`config.mk`:
```
export PLATFORM = sky130hd
export DESIGN_NAME = rgbw_serial_decoder
export DESIGN_NICKNAME = d
export VERILOG_FILES = /design/src/rtl/rgbw_dec_pkg.sv /design/src/rtl/rgbw_byte_framer.sv /design/src/rtl/rgbw_pkt_filter.sv /design/src/rtl/rgbw_write_seq.sv /design/src/rtl/rgbw_serial_decoder.sv
export SDC_FILE = /design/constraint.sdc
export NUM_CORES = 1
export LEC_CHECK = 0
export BUFFER_PORTS_ARGS = -buffer_cell sky130_fd_sc_hd__buf_2
export CORE_MARGIN = 2
export CORE_UTILIZATION = 54
export CTS_CLUSTER_DIAMETER = 50
export DETAILED_ROUTE_END_ITERATION = 12
export PLACE_DENSITY = 0.74
export SYNTH_ARGS = -nofsm -noshare
export SYNTH_HDL_FRONTEND = slang
export SYNTH_SLANG_ARGS = --single-unit
```
`constraint.sdc`:
```
create_clock -name clk -period 1.75 [get_ports clk]
set_clock_uncertainty 0.15 [all_clocks]
set_input_delay 0.175 -clock clk [delete_from_list [all_inputs] [get_ports clk]]
set_output_delay 0.175 -clock clk [all_outputs]
set_load 0.01 [all_outputs]
```
`src/rtl/rgbw_dec_pkg.sv`:
```
package rgbw_dec_pkg;

   localparam int unsigned BYTE_W  = 8;
   localparam int unsigned NUM_COL = 4;

   // order in which colours travel in a packet and are written out
   typedef enum logic [1:0] {
      COL_R = 2'd0,
      COL_G = 2'd1,
      COL_B = 2'd2,
      COL_W = 2'd3
   } col_e;

   // raw sub-channel slot of each colour inside a logical channel
   function automatic logic [1:0] col_slot(input col_e c);
      case (c)
         COL_R:   col_slot = 2'd1;
         COL_G:   col_slot = 2'd2;
         COL_B:   col_slot = 2'd3;
         default: col_slot = 2'd0;
      endcase
   endfunction

endpackage

```
`src/rtl/rgbw_byte_framer.sv`:
```
module rgbw_byte_framer #(
   parameter int unsigned PKT_BYTES   = 10,
   parameter int unsigned TIMEOUT_CYC = 32000
) (
   input  logic                                      clk,
   input  logic                                      rst_n,
   input  logic [rgbw_dec_pkg::BYTE_W-1:0]           rx_data,
   input  logic                                      rx_valid,
   input  logic                                      rx_overrun,
   output logic                                      pkt_done_o,
   output logic [PKT_BYTES*rgbw_dec_pkg::BYTE_W-1:0] pkt_o
);
   import rgbw_dec_pkg::*;

   localparam int unsigned CNT_W  = $clog2(PKT_BYTES);
   localparam int unsigned IDLE_W = $clog2(TIMEOUT_CYC + 1);
   localparam logic [CNT_W-1:0]  CNT_LAST = CNT_W'(PKT_BYTES - 1);
   localparam logic [IDLE_W-1:0] IDLE_MAX = IDLE_W'(TIMEOUT_CYC - 1);

   initial begin
      assert (PKT_BYTES >= 3) else $error("framer: packet too short");
      assert (TIMEOUT_CYC >= 2) else $error("framer: timeout too short");
   end

   logic [CNT_W-1:0]  cnt_q;
   logic [IDLE_W-1:0] idle_q;
   logic              take;
   logic              last;
   logic              expire;

   assign take   = rx_valid & ~rx_overrun;
   assign last   = take && (cnt_q == CNT_LAST);
   assign expire = (cnt_q != '0) && !take && (idle_q == IDLE_MAX);

   always_ff @(posedge clk) begin
      if (!rst_n) begin
         cnt_q <= '0;
      end else if (take) begin
         cnt_q <= last ? '0 : cnt_q + 1'b1;
      end else if (expire) begin
         cnt_q <= '0;
      end
   end

   // idle timer only runs while a partial packet is held
   always_ff @(posedge clk) begin
      if (!rst_n) begin
         idle_q <= '0;
      end else if (take || (cnt_q == '0) || expire) begin
         idle_q <= '0;
      end else begin
         idle_q <= idle_q + 1'b1;
      end
   end

   always_ff @(posedge clk) begin
      if (!rst_n) begin
         pkt_done_o <= 1'b0;
      end else begin
         pkt_done_o <= last;
      end
   end

   for (genvar gi = 0; gi < PKT_BYTES; gi++) begin : g_slot
      logic [BYTE_W-1:0] slot_q;
      always_ff @(posedge clk) begin
         if (!rst_n) begin
            slot_q <= '0;
         end else if (take && (cnt_q == CNT_W'(gi))) begin
            slot_q <= rx_data;
         end
      end
      assign pkt_o[gi*BYTE_W +: BYTE_W] = slot_q;
   end

   // an overrun byte leaves the position alone (unless the timer expires)
   p_overrun_dropped_r8 : assert property (@(posedge clk) disable iff (!rst_n)
      (rx_valid && rx_overrun) |=> (cnt_q == $past(cnt_q)) || (cnt_q == '0));

   // completion pulse is seen with the position already wrapped
   p_wrap_after_last_r6 : assert property (@(posedge clk) disable iff (!rst_n)
      pkt_done_o |-> (cnt_q == '0));

   // an expired idle window clears the position
   p_timeout_clears_r7 : assert property (@(posedge clk) disable iff (!rst_n)
      ((cnt_q != '0) && !take && (idle_q == IDLE_MAX)) |=> (cnt_q == '0));

   p_idle_bounded_r7 : assert property (@(posedge clk) disable iff (!rst_n)
      idle_q <= IDLE_MAX);

endmodule

```
`src/rtl/rgbw_pkt_filter.sv`:
```
module rgbw_pkt_filter #(
   parameter int unsigned DATA_W    = 16,
   parameter int unsigned NUM_LCH   = 8,
   parameter int unsigned BOARD_OFS = 8,
   parameter logic [7:0]  CMD_CODE  = 8'h23,
   localparam int unsigned VB        = DATA_W / rgbw_dec_pkg::BYTE_W,
   localparam int unsigned PKT_BYTES = 2 + rgbw_dec_pkg::NUM_COL * VB,
   localparam int unsigned LCH_W     = $clog2(NUM_LCH)
) (
   input  logic [PKT_BYTES*rgbw_dec_pkg::BYTE_W-1:0]           pkt_i,
   output logic                                                accept_o,
   output logic [LCH_W-1:0]                                    base_o,
   output logic [rgbw_dec_pkg::NUM_COL-1:0][DATA_W-1:0]        vals_o
);
   import rgbw_dec_pkg::*;

   initial begin
      assert (DATA_W % BYTE_W == 0 && DATA_W >= BYTE_W)
         else $error("filter: value width must be whole bytes");
      assert (NUM_LCH >= 2) else $error("filter: need at least two channels");
      assert (BOARD_OFS + NUM_LCH <= 256) else $error("filter: window past channel 255");
   end

   logic [BYTE_W-1:0] cmd_b;
   logic [BYTE_W-1:0] ch_b;
   logic              lo_ok;
   logic              hi_ok;

   assign cmd_b = pkt_i[0 +: BYTE_W];
   assign ch_b  = pkt_i[BYTE_W +: BYTE_W];

   if (BOARD_OFS == 0) begin : g_lo_free
      assign lo_ok = 1'b1;
   end else begin : g_lo_cmp
      assign lo_ok = (ch_b >= BYTE_W'(BOARD_OFS));
   end

   assign hi_ok    = ({1'b0, ch_b} < 9'(BOARD_OFS + NUM_LCH));
   assign accept_o = (cmd_b == CMD_CODE) && lo_ok && hi_ok;
   assign base_o   = LCH_W'(ch_b - BYTE_W'(BOARD_OFS));

   // colour c occupies bytes 2+c*VB .. 2+c*VB+VB-1, most significant first
   for (genvar c = 0; c < NUM_COL; c++) begin : g_col
      for (genvar j = 0; j < VB; j++) begin : g_byte
         assign vals_o[c][DATA_W-1-BYTE_W*j -: BYTE_W] =
            pkt_i[(2 + c*VB + j)*BYTE_W +: BYTE_W];
      end
   end

endmodule

```
`src/rtl/rgbw_write_seq.sv`:
```
module rgbw_write_seq #(
   parameter int unsigned DATA_W = 16,
   parameter int unsigned LCH_W  = 3
) (
   input  logic                                          clk,
   input  logic                                          rst_n,
   input  logic                                          load_i,
   input  logic [LCH_W-1:0]                              base_i,
   input  logic [rgbw_dec_pkg::NUM_COL-1:0][DATA_W-1:0]  vals_i,
   output logic                                          wr_en_o,
   output logic [LCH_W+1:0]                              wr_idx_o,
   output logic [DATA_W-1:0]                             wr_val_o
);
   import rgbw_dec_pkg::*;

   logic [NUM_COL-1:0][DATA_W-1:0] vals_q;
   logic [LCH_W-1:0]               base_q;
   logic                           active_q;
   col_e                           step_q;

   always_ff @(posedge clk) begin
      if (!rst_n) begin
         vals_q   <= '0;
         base_q   <= '0;
         active_q <= 1'b0;
         step_q   <= COL_R;
      end else if (load_i) begin
         vals_q   <= vals_i;
         base_q   <= base_i;
         active_q <= 1'b1;
         step_q   <= COL_R;
      end else if (active_q) begin
         step_q <= col_e'(step_q + 2'd1);
         if (step_q == COL_W) begin
            active_q <= 1'b0;
         end
      end
   end

   assign wr_en_o  = active_q;
   assign wr_idx_o = {base_q, col_slot(step_q)};
   assign wr_val_o = vals_q[step_q];

   // burst is unbroken until the white write
   p_burst_unbroken_r5 : assert property (@(posedge clk) disable iff (!rst_n)
      (active_q && step_q != COL_W && !load_i) |=> active_q);

   // a burst always opens with red
   p_burst_starts_red_r5 : assert property (@(posedge clk) disable iff (!rst_n)
      $rose(active_q) |-> (step_q == COL_R));

   // base is held for the whole burst
   p_base_stable_r4 : assert property (@(posedge clk) disable iff (!rst_n)
      (active_q && $past(active_q) && !$past(load_i)) |-> $stable(base_q));

endmodule

```
`src/rtl/rgbw_serial_decoder.sv`:
```
module rgbw_serial_decoder #(
   parameter int unsigned DATA_W      = 16,
   parameter int unsigned NUM_LCH     = 8,
   parameter int unsigned BOARD_OFS   = 8,
   parameter logic [7:0]  CMD_CODE    = 8'h23,
   parameter int unsigned TIMEOUT_CYC = 32000,
   localparam int unsigned LCH_W      = $clog2(NUM_LCH),
   localparam int unsigned IDX_W      = LCH_W + 2
) (
   input  logic              clk,
   input  logic              rst_n,
   input  logic [7:0]        rx_data,
   input  logic              rx_valid,
   input  logic              rx_overrun,
   output logic              wr_en,
   output logic [IDX_W-1:0]  wr_idx,
   output logic [DATA_W-1:0] wr_value
);
   import rgbw_dec_pkg::*;

   localparam int unsigned VB        = DATA_W / BYTE_W;
   localparam int unsigned PKT_BYTES = 2 + NUM_COL * VB;

   logic                             pkt_done;
   logic [PKT_BYTES*BYTE_W-1:0]      pkt_bytes;
   logic                             pkt_ok;
   logic [LCH_W-1:0]                 pkt_base;
   logic [NUM_COL-1:0][DATA_W-1:0]   pkt_vals;

   rgbw_byte_framer #(
      .PKT_BYTES   (PKT_BYTES),
      .TIMEOUT_CYC (TIMEOUT_CYC)
   ) framer_i (
      .clk        (clk),
      .rst_n      (rst_n),
      .rx_data    (rx_data),
      .rx_valid   (rx_valid),
      .rx_overrun (rx_overrun),
      .pkt_done_o (pkt_done),
      .pkt_o      (pkt_bytes)
   );

   rgbw_pkt_filter #(
      .DATA_W    (DATA_W),
      .NUM_LCH   (NUM_LCH),
      .BOARD_OFS (BOARD_OFS),
      .CMD_CODE  (CMD_CODE)
   ) filter_i (
      .pkt_i    (pkt_bytes),
      .accept_o (pkt_ok),
      .base_o   (pkt_base),
      .vals_o   (pkt_vals)
   );

   rgbw_write_seq #(
      .DATA_W (DATA_W),
      .LCH_W  (LCH_W)
   ) seq_i (
      .clk      (clk),
      .rst_n    (rst_n),
      .load_i   (pkt_done && pkt_ok),
      .base_i   (pkt_base),
      .vals_i   (pkt_vals),
      .wr_en_o  (wr_en),
      .wr_idx_o (wr_idx),
      .wr_val_o (wr_value)
   );

   // a burst only opens right after a completed packet
   p_burst_follows_packet_r10 : assert property (@(posedge clk) disable iff (!rst_n)
      $rose(wr_en) |-> $past(pkt_done));

   // wrong command never produces a write
   p_bad_cmd_silent_r2 : assert property (@(posedge clk) disable iff (!rst_n)
      (pkt_done && pkt_bytes[7:0] != CMD_CODE) |=> !wr_en);

   // channel above the window never produces a write
   p_chan_above_silent_r3 : assert property (@(posedge clk) disable iff (!rst_n)
      (pkt_done && ({1'b0, pkt_bytes[15:8]} >= 9'(BOARD_OFS + NUM_LCH))) |=> !wr_en);

endmodule

```
==> results of run 1 <==
## final cells by class
class | instances | area [sq um] | share of cell area
inverters | 8 | 35.0 | 0.00401
well taps | 168 | 210 | 0.0241
flip-flops and latches | 170 | 3430 | 0.392
clock buffers | 20 | 467 | 0.0535
clock inverters | 11 | 121 | 0.0139
multi-input cells | 553 | 3510 | 0.402
repair buffers | 97 | 958 | 0.110
## repair_timing
action	in CTS	in global routing
setup endpoints to repair	69	168
hold buffers	8	0
cloned	0	6
resized for setup	16	132
pin swaps	0	65
buffers inserted	3	10
hold endpoints to repair	41	0
## registers in the layout, indices dropped and copies added, names as in the netlist
signal                  cells
seq_i.vals_q               64
framer_i.g_slot.slot_q     80
seq_i.base_q                3
framer_i.pkt_done_o         1
framer_i.cnt_q              4
framer_i.idle_q            15
seq_i.step_q                2
seq_i.wr_en_o               1
## kinds of logic after synthesis
kind of cell    count (synthesis)
simple gates                  359
buf+inv                        70
flops                         170
fa+ha+maj                       9
xor+xnor                       14
compound gates                138
mux                            33
## worst min path at each step
stage | from | to | slack, ns | depth (start not counted)
global route | rx_data[2] | framer_i.g_slot[7].slot_q[2] | 0.03 | 3
detailed placement | framer_i.g_slot[6].slot_q[3] | seq_i.vals_q[43] | 0.29 | 2
floorplan | rst_n | seq_i.step_q[0] | 0.17 | 2
global placement | framer_i.g_slot[6].slot_q[2] | seq_i.vals_q[42] | 0.29 | 2
finish | rx_data[2] | framer_i.g_slot[4].slot_q[2] | 0.03 | 3
CTS | rx_data[2] | framer_i.g_slot[7].slot_q[2] | 0.008 | 3
## cell usage in the layout, fill, tap and decap left out, types with 20 or more instances in the layout
| cell | netlist | final |
|---|---|---|
| nand2_1 | 212 | 175 |
| dfxtp_1 | 170 | 158 |
| a21oi_1 | 134 | 104 |
| nand3_1 | 76 | 75 |
| buf_4 | 4 | 36 |
| nor2_1 | 31 | 31 |
| a21oi_2 | 0 | 30 |
| nand2_4 | 1 | 28 |
| clkbuf_16 | 0 | 20 |
| buf_2 | 18 | 20 |
## layer usage
layer	vias to the layer above	track usage	share of wire
met5	-	0	0
met4	0	0.120	0.024
met3	42	0.0493	0.057
met2	227	0.444	0.52
met1	2835	0.315	0.40
li1	2780	-	-
## power breakdown
| part | switching [uW] | internal (uW) | total, uW | leakage (uW) |
|---|---|---|---|---|
| Clock | 1500 | 2200 | 3700 | 0.000288 |
| Sequential | 13.6 | 3880 | 3900 | 0.00138 |
| Combinational | 207 | 86.7 | 293 | 0.00170 |
## stage by stage
step	TNS (ns)	setup WS (ns)	instances
after global routing	-7.28	-0.261	1027
final	-4.64	-0.208	1027
after detailed placement	-1.35	-0.0565	969
after global placement	0	0.0301	969
after floorplan	0	0.00979	793
after CTS	-3.78	-0.232	1011
## worst reg2reg max path: cells and delay by family, from the launching register on
family	cells	cell delay (ns)
compound gates	1	0.13
buf+inv	3	0.50
flops	1	0.34
simple gates	3	0.65
==> flow_summary.ini, run 1 <==
[worst_setup_path]
ff2ff_path_depth = 7
path_max_fanout = 11
r2r-start = framer_i.g_slot[1].slot_q[6]
critPathKind = flip-flop to output port
r2r_slack_ns = -0.08
crit_path_cell_trace = buf_12, mux4_2, buf_6
cp-endpoint = wr_value[0]
crit_required_ns = 1.42
crit_path_end_kind = output port
path_depth = 3
cp_num_buf_inv = 2
cp.arrival_ns = 1.63
crit_path_start = seq_i.step_q[0]
critPathSlowestCell = mux4_2
critPathTopFamily = multiplexers
critPathMaxStageDelay_ns = 0.53
regToRegEndpoint = seq_i.vals_q[47]
startpoint_type = flip-flop

[grt]
grt_pass1_wl_mm = 26.8
grt_max_degree = 67
grt_pass1_vias = 5582
grt.total_usage = 0.258
antenna_found_initial = 0
gr-total-overflow = 0

[timing]
rsz0062_at_grt = true
relSlewSlack = 0.546
post-route-period-util = 1.12
setup_slack_ns = -0.208
hold_viol_final = 0
setup_viol = 46
fin_crit_ns = 1.96
drv_slew = 0
holdWs_ns = 0.0302
fmax_mhz = 511
worstMarginPinSlew_ns = 0.681

[yosys]
synth_area_leaders = dfxtp_1, nand2_1, a21oi_1, nand3_1, mux4_2
syn_inst = 793
syn_area_per_cell_sq_um = 8.57
synth.cell_area_sq_um = 6790
muxShareOfSynthArea = 0.0781
synth-adder-area-share = 0.0166
synth_edf_count = 0
synth_fp_nets = 814
synth.top_cells.by_count = nand2_1, dfxtp_1, a21oi_1
synthArstFlopShare = 0
post_synth_xor_area_fraction = 0.0181
yosysWarnings = 0
netlist.area_leader.share = 0.501
yosysMostFrequentCell = nand2_1
ys.flop_type = dfxtp_1
synth_compound_area_frac = 0.103
yosys.area.top_type = dfxtp_1
synthSimpleGateAreaFrac = 0.237
synth_top_family_by_area = simple AND/OR/NAND/NOR gates
synth_cell_type_count = 39
ys_seq_elements = 170
ys_seq_area_frac = 0.501

[cts]
clk_pin_slew_ns = 0.06
ctsRootBufferMaster = clkbuf_16
numCtsBuffers = 17
h-tree-depth = 4
cts_tree = built
clockBufferDepth = 2
clock-sinks = 170
insertion_delay_ns = 0.43

[final_layout]
n_antenna_cell = 0
syn2layout_area_growth_pct = 28.5
final_core_util = 0.718
fin_nets = 868
final_area_sq_um = 8730
fillers = 895
drive_gt1_frac = 0.284

[floorplan]
dieArea_sq_um = 13500
rows = 40
die_h_microns = 116
core_area_sq_um = 12200
die_w_microns = 116
num_io_pins = 34
start_util = 0.559

[pwr]
power.static_leakage_uw = 0.00337
ir_worst_vdd_mv = 0.590
pwr_density_cell_nw_per_um2 = 904
finalPower_uw = 7890

[drt]
dr.pass1.iters = 6
wl_per_cell_microns = 17.4
ant_nets = 0
via_per_inst = 5.73
wl_mm = 17.9
drc = 0
drt-initial-drc-count = 551
via_count = 5884

[status]
status = finished, violations left
failed_checks = negative setup slack

[placement]
dpl_cell_area_sq_um = 7250
portBuffers = 33
gp_congestion = 0.818
dp.final_hpwl_mm = 10.5

[flow_run]
drv_cap = 0

[min_path]
hold_path.class = input pin to flip-flop
(Power assumes the default switching activity.)
==> run 2: changes to the inputs <==
Settings changed: CORE_UTILIZATION 54 to 35, PLACE_DENSITY 0.74 to 0.52.
==> flow_summary.ini, run 2 (synthesized netlist as in run 1, its figures left out) <==
[status]
failed_checks = negative setup slack
status = finished, violations left

[final_layout]
fillers = 1928
reg.largest.list = framer_i.g_slot.slot_q x80, seq_i.vals_q x64, framer_i.idle_q x15
top_register = framer_i.g_slot.slot_q
syn2layout_area_growth_pct = 25.8
fin_nets = 865
drive_gt1_frac = 0.205
largest_register_ffs = 80
final_common_cell = nand2_1
n_antenna_cell = 0
final_cell_mix = nand2_1, dfxtp_1, a21oi_1

[floorplan]
core_area_sq_um = 18900
die_h_microns = 143
dieArea_sq_um = 20500
num_io_pins = 34
die_w_microns = 143
start_util = 0.360
rows = 50

[drt]
drc = 0
wl_mm = 17.4
wl_per_cell_microns = 15.5
via_count = 5521
ant_nets = 0
dr.pass1.iters = 4
drt-initial-drc-count = 352
via_per_inst = 4.94

[placement]
dp_slack_ns = -0.0166
portBuffers = 33
gp_congestion = 0.795
dp.final_hpwl_mm = 10.8

[timing]
fin_crit_ns = 1.99
drv_slew = 0
relSlewSlack = 0.708
setup_viol = 19
holdWs_ns = 0.0196
worstMarginPinSlew_ns = 0.438
hold_viol_final = 0
fmax_mhz = 502
setup_slack_ns = -0.240
post-route-period-util = 1.14
rsz0062_at_grt = true

[grt]
grt_max_degree = 98
antenna_found_initial = 0
grt.busiest_layer = met2
grt.total_usage = 0.173
gr-total-overflow = 0
grt_pass1_wl_mm = 27.6
met3_usage = 0.0307
use_met2 = 0.269
grt.met1_usage = 0.241
grt_pass1_vias = 5158

[cts]
h-tree-depth = 4
cts_tree = built
clk_pin_slew_ns = 0.07
ctsRootBufferMaster = clkbuf_16
numCtsBuffers = 17
clockBufferDepth = 2
insertion_delay_ns = 0.44
clock-sinks = 170

[pwr]
pwr_density_cell_nw_per_um2 = 985
switching_share = 0.219
p_sw_uw = 1840
power.static_leakage_uw = 0.00290
ir_worst_vdd_mv = 0.699
pwr-share-comb = 0.037
p_clk_frac = 0.500
finalPower_uw = 8410
p_int_uw = 6570
seqPwrFrac = 0.463

[min_path]
hold_path.class = input pin to flip-flop

[worst_setup_path]
crit_path_cell_trace = buf_12, mux4_2, buf_2
cp.arrival_ns = 1.67
critPathKind = flip-flop to output port
critPathMaxStageDelay_ns = 0.53
startpoint_type = flip-flop
r2r_slack_ns = -0.01
critPathSlowestCell = mux4_2
path_max_fanout = 9
crit_required_ns = 1.42
crit_path_end_kind = output port

[flow_run]
drv_cap = 0
==> run 2: cell types whose count changed in the layout (fill, tap and decap cells not counted), moves of 5 or more <==
cell / delta
dfxtp_1: +8
nand2_1: +32
dfxtp_2: -6
nand2_2: -5
a21oi_1: +30
nand2_4: -28
a21oi_2: -30
==> run 2: power by group through the flow <==
| stage | clock, uW | combinational (uW) | sequential [uW] |
|---|---|---|---|
| finish | 4210 | 312 | 3900 |
| global route | 4450 | 337 | 3890 |
| CTS | 4280 | 295 | 3890 |
| detailed placement | 0 | 282 | 3980 |
| global placement | 0 | 284 | 3980 |
| floorplan | 0 | 162 | 3980 |
==> run 2: area by class of cell <==
class                           count  area (sq um)  share of cell area
Multi-Input combinational cell    554          3220               0.377
Inverter                            8          35.0             0.00410
Sequential cell                   170          3410               0.399
Clock inverter                     13           215              0.0252
Timing Repair Buffer               93           891               0.104
Tap cell                          260           325              0.0381
Clock buffer                       19           443              0.0519
==> run 2: through the flow <==
stage                util  std cells  cell area (sq um)  TNS [ns]
floorplan               -        793               6800         0
global placement    0.395       1070               7470         0
detailed placement  0.395       1070               7470    -0.120
CTS                 0.438       1110               8270     -3.65
global route        0.452       1117               8540     -4.97
finish              0.452       1117               8540     -3.27
==> run 2: final timing paths <==
path,from,end,cells past startpoint
max reg2reg,framer_i.idle_q[1],framer_i.cnt_q[2],5
min reg2reg,framer_i.g_slot[6].slot_q[7],seq_i.vals_q[47],2
min,rx_data[6],framer_i.g_slot[1].slot_q[6],3
max,seq_i.step_q[0],wr_value[4],3
==> run 2: critical path: cells and delay by family (launching register included) <==
kind,cells,cell delay [ns]
mux,1,0.53
flops,1,0.37
buf+inv,2,0.32
==> run 2: layer usage <==
layer | vias up | part of all wire
met5 | - | 0
met4 | 0 | 0.012
met3 | 19 | 0.031
met2 | 83 | 0.46
met1 | 2646 | 0.50
li1 | 2773 | -
==> run 2: repair_timing <==
item / 4_1_cts / 5_1_grt
pin swaps: 0 / 10
hold buffers: 7 / 0
buffers inserted: 1 / 4
gates resized for setup: 13 / 40
gates cloned: 0 / 3
hold endpoints to repair: 38 / 0
endpoints found under the setup margin: 42 / 130
==> run 3: changes to the inputs <==
Settings changed: CORE_UTILIZATION 35 to 50, PLACE_DENSITY 0.52 to 0.7.
==> flow_summary.ini, run 3 (synthesized netlist as in run 1, its figures left out) <==
[final_layout]
fin_cells = 1017
largest_register_ffs = 80
fin_nets = 854
final_common_cell = nand2_1
reg.largest.list = framer_i.g_slot.slot_q x80, seq_i.vals_q x64, framer_i.idle_q x15
drive_gt1_frac = 0.190
syn2layout_area_growth_pct = 21.4
n_antenna_cell = 0
final_area_sq_um = 8250
final_core_util = 0.623
final_cell_mix = nand2_1, dfxtp_1, a21oi_1
top_register = framer_i.g_slot.slot_q

[cts]
clockBufferDepth = 2
clock-sinks = 170
cts_tree = built
numCtsBuffers = 17
ctsRootBufferMaster = clkbuf_16
clk_pin_slew_ns = 0.06
insertion_delay_ns = 0.42
h-tree-depth = 4

[timing]
setup_slack_ns = -0.246
drv_slew = 0
setup_viol = 18
post-route-period-util = 1.14
relSlewSlack = 0.703
worstMarginPinSlew_ns = 0.446
rsz0062_at_grt = true
fmax_mhz = 501
fin_crit_ns = 2.00
hold_viol_final = 0

[pwr]
power.static_leakage_uw = 0.00281
seqPwrFrac = 0.492
p_sw_uw = 1630
p_clk_frac = 0.471
p_int_uw = 6290
ir_worst_vdd_mv = 0.573
pwr-share-comb = 0.037
finalPower_uw = 7920
pwr_density_cell_nw_per_um2 = 960
switching_share = 0.206

[floorplan]
rows = 42
die_h_microns = 121
start_util = 0.513
core_area_sq_um = 13200
dieArea_sq_um = 14500
die_w_microns = 121
num_io_pins = 34

[grt]
grt_pass1_wl_mm = 27.6
antenna_found_initial = 0
grt_max_degree = 104
grt.total_usage = 0.242
grt_pass1_vias = 5600
gr-total-overflow = 0

[worst_setup_path]
cp.arrival_ns = 1.67
critPathMaxStageDelay_ns = 0.54
critPathKind = flip-flop to output port
path_max_fanout = 5
crit_path_cell_trace = buf_12, mux4_2, buf_6
crit_path_end_kind = output port
critPathSlowestCell = mux4_2
startpoint_type = flip-flop
crit_required_ns = 1.42

[placement]
dp.final_hpwl_mm = 10.3
gp_congestion = 0.879
dpl_cell_area_sq_um = 7250
portBuffers = 33
place_inst = 973
dp_slack_ns = -0.0512

[status]
failed_checks = negative setup slack
status = finished, violations left

[drt]
via_count = 5703
via_per_inst = 5.61
ant_nets = 0
drt-initial-drc-count = 592
wl_mm = 17.1
wl_per_cell_microns = 16.8
dr.pass1.iters = 6
drc = 0

[min_path]
hold_path.class = input pin to flip-flop

[flow_run]
drv_cap = 0
[run 3: path summary, 6_finish.rpt]
kind	startpoint	endpoint	slack (ns)	depth (start not counted)
hold reg to reg	framer_i.g_slot[4].slot_q[6]	seq_i.vals_q[30]	0.30	2
hold / removal	rx_data[5]	framer_i.g_slot[6].slot_q[5]	0.02	3
setup / recovery	seq_i.step_q[0]	wr_value[15]	-0.25	3
setup reg to reg	framer_i.idle_q[1]	framer_i.cnt_q[2]	-0.04	5
[run 3: repair_timing]
| action | CTS | global route |
|---|---|---|
| setup endpoints to repair | 63 | 92 |
| hold buffers | 5 | 0 |
| resized for setup | 23 | 29 |
| setup buffers | 2 | 7 |
| gates cloned | 2 | 1 |
| endpoints found under the hold margin | 21 | 0 |
| pin swaps | 1 | 7 |
[run 3: power groups by stage]
stage / Combinational (uW) / Sequential, uW / Clock [uW]
3_5_place_dp: 257 / 3990 / 0
6_report: 292 / 3900 / 3730
3_3_place_gp: 250 / 3980 / 0
5_1_grt: 312 / 3900 / 3940
2_1_floorplan: 162 / 3980 / 0
4_1_cts: 271 / 3900 / 3770
[run 3: routing by layer]
metal | up-vias | global-route usage | wire length [microns]
li1 | 2753 | - | -
met1 | 2724 | 0.302 | 7120
met2 | 180 | 0.403 | 8560
met3 | 46 | 0.0495 | 926
met4 | 0 | 0.116 | 467
met5 | - | 0 | 0
[run 3: worst max-delay path, delay by kind of cell (launching register included)]
kind / cells / cell delay, ns
multiplexers: 1 / 0.54
flip-flops: 1 / 0.42
buffers and inverters: 2 / 0.29
[run 3: cell type report]
type,instances,area [sq um]
sequential,170,3420
fill,1117,4990
clock inverter,3,90.1
inverter,8,35.0
clock buffer,24,482
multi-input combinational,553,3200
timing repair buffer,83,810
tap,176,220
[run 3: metrics by stage]
stage	hold WS (ns)	TNS, ns
floorplan	0.167	0
global placement	0.286	-0.0775
detailed placement	0.292	-0.605
CTS	0.00686	-4.20
global route	0.0324	-4.66
finish	0.0250	-3.82
